<file path="src/rtl/hfl_pkg.sv">
package hfl_pkg;
    typedef enum logic {CAR_RISE, CAR_FALL} car_dir_e;
    typedef logic signed [2:0] lvl_t;
    typedef struct packed {
        logic up_a;
        logic up_b;
        logic cell_l;
        logic cell_r;
    } gate_t;
endpackage

</file>
<file path="src/rtl/hfl_carrier.sv">
module hfl_carrier
    import hfl_pkg::*;
#(
    parameter int PEAK = 125000,
    parameter int CW   = $clog2(PEAK + 1)
) (
    input  logic          clk,
    input  logic          rst_n,
    output logic [CW-1:0] cnt_o
);
    localparam logic [CW-1:0] PK  = CW'(PEAK);
    localparam logic [CW-1:0] ONE = CW'(1);

    car_dir_e      st_q, st_n;
    logic [CW-1:0] cnt_q, cnt_n;

    always_ff @(posedge clk or negedge rst_n) begin
        if (!rst_n) begin
            st_q  <= CAR_RISE;
            cnt_q <= '0;
        end else begin
            st_q  <= st_n;
            cnt_q <= cnt_n;
        end
    end

    always_comb begin
        st_n  = st_q;
        cnt_n = cnt_q;
        unique case (st_q)
            CAR_RISE: begin
                cnt_n = cnt_q + ONE;
                if (cnt_q + ONE == PK) st_n = CAR_FALL;
            end
            CAR_FALL: begin
                cnt_n = cnt_q - ONE;
                if (cnt_q == ONE) st_n = CAR_RISE;
            end
        endcase
    end

    assign cnt_o = cnt_q;

    a_r2_in_range: assert property (@(posedge clk) disable iff (!rst_n)
        cnt_q <= PK);
    a_r2_peak_turn: assert property (@(posedge clk) disable iff (!rst_n)
        (cnt_q == PK) |=> (cnt_q == PK - ONE));
    a_r2_floor_turn: assert property (@(posedge clk) disable iff (!rst_n)
        (cnt_q == '0) |=> (cnt_q == ONE));
endmodule

</file>
<file path="src/rtl/hfl_level.sv">
module hfl_level
    import hfl_pkg::*;
#(
    parameter int REF_W = 20,
    parameter int PEAK  = 125000,
    parameter int CW    = $clog2(PEAK + 1)
) (
    input  logic signed [REF_W:0] ref_i,
    input  logic [CW-1:0]         cnt_i,
    input  logic                  clamp_i,
    output lvl_t                  lvl_o
);
    localparam int EW = ((REF_W + 1 > CW + 2) ? REF_W + 1 : CW + 2) + 2;

    logic signed [EW-1:0] r_ext, c_ext, c2_ext;
    logic [3:0] gt5;
    logic [1:0] gt3;

    assign r_ext  = {{(EW-REF_W-1){ref_i[REF_W]}}, ref_i};
    assign c_ext  = {{(EW-CW){1'b0}}, cnt_i};
    assign c2_ext = c_ext + c_ext;

    for (genvar k = 0; k < 4; k++) begin : g_band
        localparam logic signed [EW-1:0] OFS = EW'((k - 2) * PEAK);
        assign gt5[k] = r_ext > (c_ext + OFS);
    end

    for (genvar k = 0; k < 2; k++) begin : g_wide
        localparam logic signed [EW-1:0] OFS = EW'((2 * k - 2) * PEAK);
        assign gt3[k] = r_ext > (c2_ext + OFS);
    end

    always_comb begin
        int n;
        n = 0;
        if (clamp_i) begin
            for (int k = 0; k < 2; k++) n += int'(gt3[k]);
            lvl_o = lvl_t'(2 * n - 2);
        end else begin
            for (int k = 0; k < 4; k++) n += int'(gt5[k]);
            lvl_o = lvl_t'(n - 2);
        end
    end
endmodule

</file>
<file path="src/rtl/hfl_select.sv">
module hfl_select
    import hfl_pkg::*;
(
    input  logic  clk,
    input  logic  rst_n,
    input  lvl_t  lvl_i,
    input  logic  cur_neg_i,
    input  logic  cap_hi_i,
    input  logic  clamp_i,
    output gate_t gate_o,
    output lvl_t  lvl_o
);
    gate_t g_n, g_q;
    lvl_t  lvl_q;

    always_comb begin
        g_n = '0;
        unique case (lvl_i)
            3'sd2:  g_n = '{up_a: 1'b1, up_b: 1'b0, cell_l: 1'b0, cell_r: 1'b0};
            -3'sd2: g_n = '{up_a: 1'b0, up_b: 1'b1, cell_l: 1'b0, cell_r: 1'b0};
            3'sd1: begin
                if (cap_hi_i == cur_neg_i)
                    g_n = '{up_a: 1'b1, up_b: 1'b0, cell_l: 1'b0, cell_r: 1'b1};
                else
                    g_n = '{up_a: 1'b0, up_b: 1'b0, cell_l: 1'b1, cell_r: 1'b0};
            end
            -3'sd1: begin
                if (cap_hi_i != cur_neg_i)
                    g_n = '{up_a: 1'b0, up_b: 1'b1, cell_l: 1'b1, cell_r: 1'b0};
                else
                    g_n = '{up_a: 1'b0, up_b: 1'b0, cell_l: 1'b0, cell_r: 1'b1};
            end
            default: g_n = '0;
        endcase
    end

    always_ff @(posedge clk or negedge rst_n) begin
        if (!rst_n) begin
            g_q   <= '0;
            lvl_q <= '0;
        end else begin
            g_q   <= g_n;
            lvl_q <= lvl_i;
        end
    end

    assign gate_o = g_q;
    assign lvl_o  = lvl_q;

    a_r5_level_sum: assert property (@(posedge clk) disable iff (!rst_n)
        (2 * int'(g_q.up_a) - 2 * int'(g_q.up_b) + int'(g_q.cell_l) - int'(g_q.cell_r))
            == int'(lvl_q));
    a_r8_bypass_cell: assert property (@(posedge clk) disable iff (!rst_n)
        (lvl_q[0] == 1'b0) |-> (g_q.cell_l == g_q.cell_r));
    a_r9_clamp_cell_off: assert property (@(posedge clk) disable iff (!rst_n)
        $past(clamp_i) |-> (!g_q.cell_l && !g_q.cell_r));
endmodule

</file>
<file path="src/rtl/hfl_modulator.sv">
module hfl_modulator
    import hfl_pkg::*;
#(
    parameter int REF_W = 20,
    parameter int PEAK  = 125000,
    parameter int CW    = $clog2(PEAK + 1)
) (
    input  logic                    clk,
    input  logic                    rst_n,
    input  logic signed [REF_W-1:0] ref_a_i,
    input  logic signed [REF_W-1:0] ref_b_i,
    input  logic signed [REF_W-1:0] ref_c_i,
    input  logic [2:0]              cur_neg_i,
    input  logic [2:0]              cap_hi_i,
    input  logic                    clamp_i,
    output logic [11:0]             gate_o,
    output logic [8:0]              level_o,
    output logic [CW-1:0]           carrier_o
);
    localparam int NPH = 3;

    logic signed [REF_W-1:0] refs [NPH];
    logic signed [REF_W-1:0] mx, mn;
    logic signed [REF_W:0]   sum, half;
    logic signed [REF_W:0]   adj [NPH];
    logic [CW-1:0]           cnt;

    assign refs[0] = ref_a_i;
    assign refs[1] = ref_b_i;
    assign refs[2] = ref_c_i;

    always_comb begin
        mx = refs[0];
        mn = refs[0];
        for (int p = 1; p < NPH; p++) begin
            if (refs[p] > mx) mx = refs[p];
            if (refs[p] < mn) mn = refs[p];
        end
        sum  = {mx[REF_W-1], mx} + {mn[REF_W-1], mn};
        half = sum >>> 1;
    end

    hfl_carrier #(.PEAK(PEAK), .CW(CW)) car_i (
        .clk   (clk),
        .rst_n (rst_n),
        .cnt_o (cnt)
    );

    for (genvar p = 0; p < NPH; p++) begin : g_ph
        lvl_t  lvl_c, lvl_r;
        gate_t g;

        assign adj[p] = {refs[p][REF_W-1], refs[p]} - half;

        hfl_level #(.REF_W(REF_W), .PEAK(PEAK), .CW(CW)) lvl_i (
            .ref_i   (adj[p]),
            .cnt_i   (cnt),
            .clamp_i (clamp_i),
            .lvl_o   (lvl_c)
        );

        hfl_select sel_i (
            .clk       (clk),
            .rst_n     (rst_n),
            .lvl_i     (lvl_c),
            .cur_neg_i (cur_neg_i[p]),
            .cap_hi_i  (cap_hi_i[p]),
            .clamp_i   (clamp_i),
            .gate_o    (g),
            .lvl_o     (lvl_r)
        );

        assign gate_o[4*p +: 4]  = g;
        assign level_o[3*p +: 3] = lvl_r;
    end

    assign carrier_o = cnt;
endmodule

</file>
<file path="config.mk">
export PLATFORM = sky130hd
export DESIGN_NAME = hfl_modulator
export DESIGN_NICKNAME = d
export VERILOG_FILES = /design/src/rtl/hfl_pkg.sv /design/src/rtl/hfl_carrier.sv /design/src/rtl/hfl_level.sv /design/src/rtl/hfl_select.sv /design/src/rtl/hfl_modulator.sv
export SDC_FILE = /design/constraint.sdc
export NUM_CORES = 1
export LEC_CHECK = 0
export BUFFER_PORTS_ARGS = -buffer_cell sky130_fd_sc_hd__buf_2
export CORE_MARGIN = 10
export CORE_UTILIZATION = 50
export DETAILED_ROUTE_END_ITERATION = 10
export HOLD_SLACK_MARGIN = 0.05
export PLACE_DENSITY = 0.7
export SLEW_MARGIN = 20
export SYNTH_ARGS = -nofsm -noshare
export SYNTH_HDL_FRONTEND = slang
export SYNTH_HIERARCHICAL = 1
export SYNTH_SLANG_ARGS = --single-unit
</file>
<file path="constraint.sdc">
create_clock -name clk -period 4.8 [get_ports clk]
set_clock_uncertainty 0.2 [all_clocks]
set_input_delay 0.24 -clock clk [delete_from_list [all_inputs] [get_ports clk]]
set_output_delay 0.24 -clock clk [all_outputs]
set_load 0.01 [all_outputs]
</file>
Word level (Yosys, flattened, before mapping)
Index checks and enable logic that the tools add are counted.
Cells by class
  add/sub/neg operators: 29
  magnitude comparators: 22
  equal/unequal tests: 20
  multiplexer cells: 20
  bitwise logic cells: 1
Operator list (number)
  21-bit by 19-bit greater-than comparator with 1-bit output: 9
  20-bit two-way mux: 4
  21-bit by 23-bit greater-than comparator with 1-bit output: 3
  21-bit by 18-bit greater-than comparator with 1-bit output: 3
  21-bit by 20-bit greater-than comparator with 1-bit output: 3
  20-bit by 20-bit subtractor with 21-bit output: 3
  4-bit one-hot mux with 4 select lines: 3
  20-bit greater-than comparator: 2
  20-bit less-than comparator: 2
  17-bit one-hot mux with 2 select lines: 1
  23-bit by 19-bit adder with 23-bit output, second input constant: 1
  20-bit by 20-bit adder with 21-bit output: 1
  18-bit by 19-bit adder with 20-bit output, second input constant: 1
  18-bit by 18-bit adder with 19-bit output, second input constant: 1
  17-bit by 17-bit adder with 18-bit output: 1
  17-bit by 17-bit adder with 18-bit output, second input constant: 1
  3-bit by 2-bit adder with 3-bit output: 6
  3-bit == test, second input constant: 6
  3-bit two-way mux: 6
  3-bit subtractor, second input constant: 6
  17-bit by 1-bit adder with 17-bit output, second input constant: 1
  17-bit by 1-bit == test with 1-bit output, second input constant: 1
  17-bit == test, second input constant: 1
  17-bit by 1-bit subtractor with 17-bit output, second input constant: 1
  9 further kinds: 25
Word-level totals
  flip-flop bits (word level): 39
  word-level logic and storage cells: 109

Longest topological paths before layout
  depth in word-level cells: 14
  depth in mapped cells: 60
  depth with buffers taken out: 55

Hierarchy
Netlist, hierarchy kept.
By module, submodules not included
  hfl_modulator: times used 1, cells each 881, area each 6209.7 um^2, sequential area each 0.0 um^2
  hfl_level at g_ph[1].lvl_i: times used 1, cells each 405, area each 3194.3 um^2, sequential area each 0.0 um^2
  hfl_level at g_ph[2].lvl_i: times used 1, cells each 408, area each 3163.0 um^2, sequential area each 0.0 um^2
  hfl_level at g_ph[0].lvl_i: times used 1, cells each 410, area each 3141.8 um^2, sequential area each 0.0 um^2
  hfl_carrier: times used 1, cells each 140, area each 1271.2 um^2, sequential area each 450.4 um^2
  hfl_select: times used 3, cells each 16, area each 237.7 um^2, sequential area each 175.2 um^2

Worst setup path before layout
No wires, ideal clock.
  kind: input -> register
  from: input ref_a_i[17]
  to: register g_ph[2].sel_i.g_q, in the netlist g_ph[2].sel_i/gate_o[0]
  library setup time: 0.120 ns
  data arrival time: 12.514 ns
  data required time: 4.480 ns
  path slack: -8.034 ns
  stages on the path: 56
  path buffers: 5
  path through: clkbuf_1 > inv_1 > ha_1 > nand4_2 > nor4_2 > a22oi_1 > and3_1 > mux2i_1 > buf_1 > clkbuf_1 > mux2i_1 > ha_1 > a211oi_1 > nor2_1 > o221ai_1 > o2111ai_1 > and2_1 > nor3_1 > (+20 left out) > o21ai_0 > xnor2_1 > ha_1 > a21o_1 > a21o_1 > a21o_1 > a21o_1 > a311oi_1 > o21ai_0 > mux2_1 > fa_1 > inv_1 > ha_1 > inv_1 > ha_1 > mux2i_1 > xor2_1 > and3b_1
RTL lines
  start: declaration: line hfl_modulator.sv:10  | input logic signed [REF_W-1:0] ref_a_i,
  end signal: assignment: line hfl_select.sv:42  | g_q <= g_n;
  end: declaration: line hfl_select.sv:13  | gate_t g_n, g_q;

==> results_dict.tcl <==
set metrics [dict create \
    finalMaxSlewViolations 0 \
    hpwl_mm 60.12 \
    synth-main-ff-cell "dfrtp_1" \
    drv_cap 0 \
    synth_seq_area_share_pct 5.516 \
    first_pass_iters 6 \
    grt_pass1_wl_mm 115.5 \
    holdCritPathClass "in2reg" \
    setup_viol 21 \
    crit_slowest_cell "nor4_1" \
    cp-end-kind "flip-flop" \
    dr_total_vias 22180 \
    grt.total_usage_pct 32.36 \
    fin_crit_sh_pct 235.0 \
    r2r_setup_slack_ns -0.65 \
    synth-edff-count 0 \
    drtAntennaViolNets 0 \
    whs_ns 0.1393 \
    r2r-end "g_ph[2].sel_i/gate_o[3]$_DFF_PN0_" \
    async_reset_ff_share_pct 100.0 \
    crit_path_max_fanout 8 \
    grt_overflow_total 0 \
    syn_area_um2 17690 \
    max_freq_mhz 88.66 \
    worstRegToRegCells 27 \
    dr.first_iter.drc_count 1918 \
    start_util_pct 50.97 \
    crit_arrival_ns 11.30 \
    startpoint_type "input port" \
    core_area_um2 34710 \
    critical_path_class "in2reg" \
    dieArea_um2 43310 \
    synthToLayoutAreaGrowth_pct 54.59 \
    synth.top_cell.area_share_pct 29.70 \
    clock_sinks 39 \
    required_ns 4.82 \
    final_nets 3646 \
    crit_top_cell "buf_4" \
    ys_seq_elements 39 \
    violations "setup timing" \
    postSynthCellCount 2292 \
    syn_nets 2788 \
    crit_start "ref_b_i[0]" \
    worstSkewPairLatency_ns 0.31 \
    vias_per_cell 6.150 \
    die_y_um 208.1 \
    period_minus_slack_ns 11.28 \
    outcome "finished, violations left" \
    rows 68 \
    relSlewSlack_pct 32.48 \
    setup_slack_ns -6.479 \
    wl_per_cell_um 22.07 \
    cts-root-buf "clkbuf_16" \
    cts_buffers 5 \
    rsz0062_at_grt "true" \
    worst_pin_slew_ns 1.005 \
    h-tree-depth 2 \
    cts_tree "done" \
    synth_area_leaders "ha_1 (30%), xnor2_1 (7.8%), dfrtp_1 (5.5%)" \
    drcViolationCount 0 \
    grt_antenna_before_repair 1 \
    ys_types 115 \
    drive_gt1_share_pct 40.50 \
    diodes 0 \
    routed_wl_mm 79.59 \
    endpoint "g_ph[2].sel_i/gate_o[1]$_DFF_PN0_" \
    grt_pass1_vias 21490 \
    tns_ns -128.80 \
    gp_congestion 0.9810 \
    pre_cts_ws_ns -7.004 \
    crit_path_max_incr_delay_ns 0.47 \
    avgSynthCellArea_um2 7.720 \
    ctsLongestPathBuffers 2 \
    grt_max_degree 40 \
    clkSlewWorstSetupHoldPaths_ns 0.06 \
    yosys_warnings 6 \
    io_pins 107 \
    die_x_um 208.1 \
    synth.largest_area_cell "ha_1" \
    finalHoldViolCount 0 \
    portBuffers 106 \
    timing.rr.start "car_i/cnt_o[4]$_DFF_PN0_" \
]
synthesized netlist by cell type, types with 39 or more instances:
library cell / instances
a21o_1: 79
a21oi_1: 186
dfrtp_1: 39
ha_1: 420
inv_1: 166
mux2i_1: 63
nand2_1: 149
nand3_1: 57
nand4_1: 70
nor2_1: 173
nor2b_1: 44
nor3_1: 54
o21ai_0: 93
xnor2_1: 157
cell type report:
cell class	instances	area [um^2]
Multi-Input combinational cell	2024	18150
Sequential cell	39	975.9
Tap cell	455	569.3
Fill cell	2405	7362
Timing Repair Buffer	907	6823
Inverter	173	659.4
Clock buffer	5	125.1
Clock inverter	3	47.55
registers in the layout, summed over array words and instances, names as in the netlist:
register	cells
car_i/cnt_o	17
car_i/st_q	1
g_ph.sel_i/gate_o	12
g_ph.sel_i/lvl_o	9
through the flow:
step / area [um^2] / std cells / util [%]
finish: 27350 / 3606 / 78.79
global route: 27350 / 3606 / 78.79
CTS: 26000 / 3571 / 74.91
detailed placement: 24250 / 3485 / 69.86
global placement: 24250 / 3485 / 69.85
floorplan: 18260 / 2292 / -
placed cells by master (no fill, tap or decap), types with 9 or more instances in the layout:
cell type,count
a21oi_1,149
o21ai_1,21
a21o_1,79
nor3b_1,9
inv_1,150
nor3_1,45
o211ai_1,28
a21oi_2,29
and3_1,15
dfrtp_1,39
buf_2,96
o21ai_2,13
nand2_2,11
ha_4,51
buf_4,773
nand2_1,136
ha_1,368
nor4_1,30
xor2_2,10
nor2_1,162
xnor2_1,146
buf_6,23
or2_2,10
nand4_1,70
nand2b_1,34
or3_1,13
xor2_1,25
inv_2,16
buf_12,10
nand3_1,50
a21oi_4,10
o21a_1,14
nor2b_1,39
a31oi_1,26
a211o_1,10
o21ai_0,67
mux2i_1,35
mux2i_4,21
worst min path at each step:
stage	from	depth (start not counted)	endpoint	slack [ns]
finish	cap_hi_i[2]	3	g_ph[2].sel_i/gate_o[1]$_DFF_PN0_	0.14
detailed placement	rst_n	1	g_ph[2].sel_i/gate_o[1]$_DFF_PN0_	0.23
CTS	cur_neg_i[0]	3	g_ph[0].sel_i/gate_o[1]$_DFF_PN0_	0.11
global route	cur_neg_i[0]	3	g_ph[0].sel_i/gate_o[2]$_DFF_PN0_	0.17
floorplan	rst_n	0	car_i/cnt_o[0]$_DFF_PN0_	-0.26
global placement	rst_n	1	g_ph[2].sel_i/gate_o[3]$_DFF_PN0_	0.22
kinds of logic (layout without fill, tap and decap cells):
| kind of cell | after synthesis | in the layout | synth area share [%] |
|---|---|---|---|
| xor gates and xnor gates | 199 | 199 | 10.29 |
| buffers and inverters | 229 | 1088 | 5.198 |
| DFF | 39 | 39 | 5.516 |
| and+or+nand+nor | 720 | 720 | 21.14 |
| AOI/OAI and AO/OA | 597 | 597 | 22.71 |
| adders and majority gates | 439 | 439 | 31.20 |
| muxes | 69 | 69 | 3.946 |
critical path, delay by kind of cell:
family | cells | cell delay [ns]
AO/OA/AOI/OAI | 18 | 3.21
buffers and inverters | 16 | 2.15
multiplexers | 3 | 0.85
adder cells (fa/ha/maj) | 7 | 1.91
XOR/XNOR | 3 | 0.47
AND/OR/NAND/NOR | 12 | 2.46
per-layer routing:
| layer | vias up | wire length (um) | global-route usage (%) |
|---|---|---|---|
| met5 | - | 13 | 0 |
| met4 | 2 | 4048 | 11.43 |
| met3 | 302 | 6192 | 4.867 |
| met2 | 1069 | 37170 | 55.04 |
| met1 | 10580 | 32170 | 40.58 |
| li1 | 10220 | - | - |
what timing repair did:
item / CTS / global route
pin swaps: 144 / 95
endpoints found under the setup margin: 21 / 21
endpoints found under the hold margin: 39 / 0
hold buffers: 1 / 0
gates cloned: 0 / 1
gates resized for setup: 184 / 183
setup buffers: 79 / 38
Power is not shown: default switching activity piles up to over one toggle a cycle in this logic, so the estimate is an artifact.
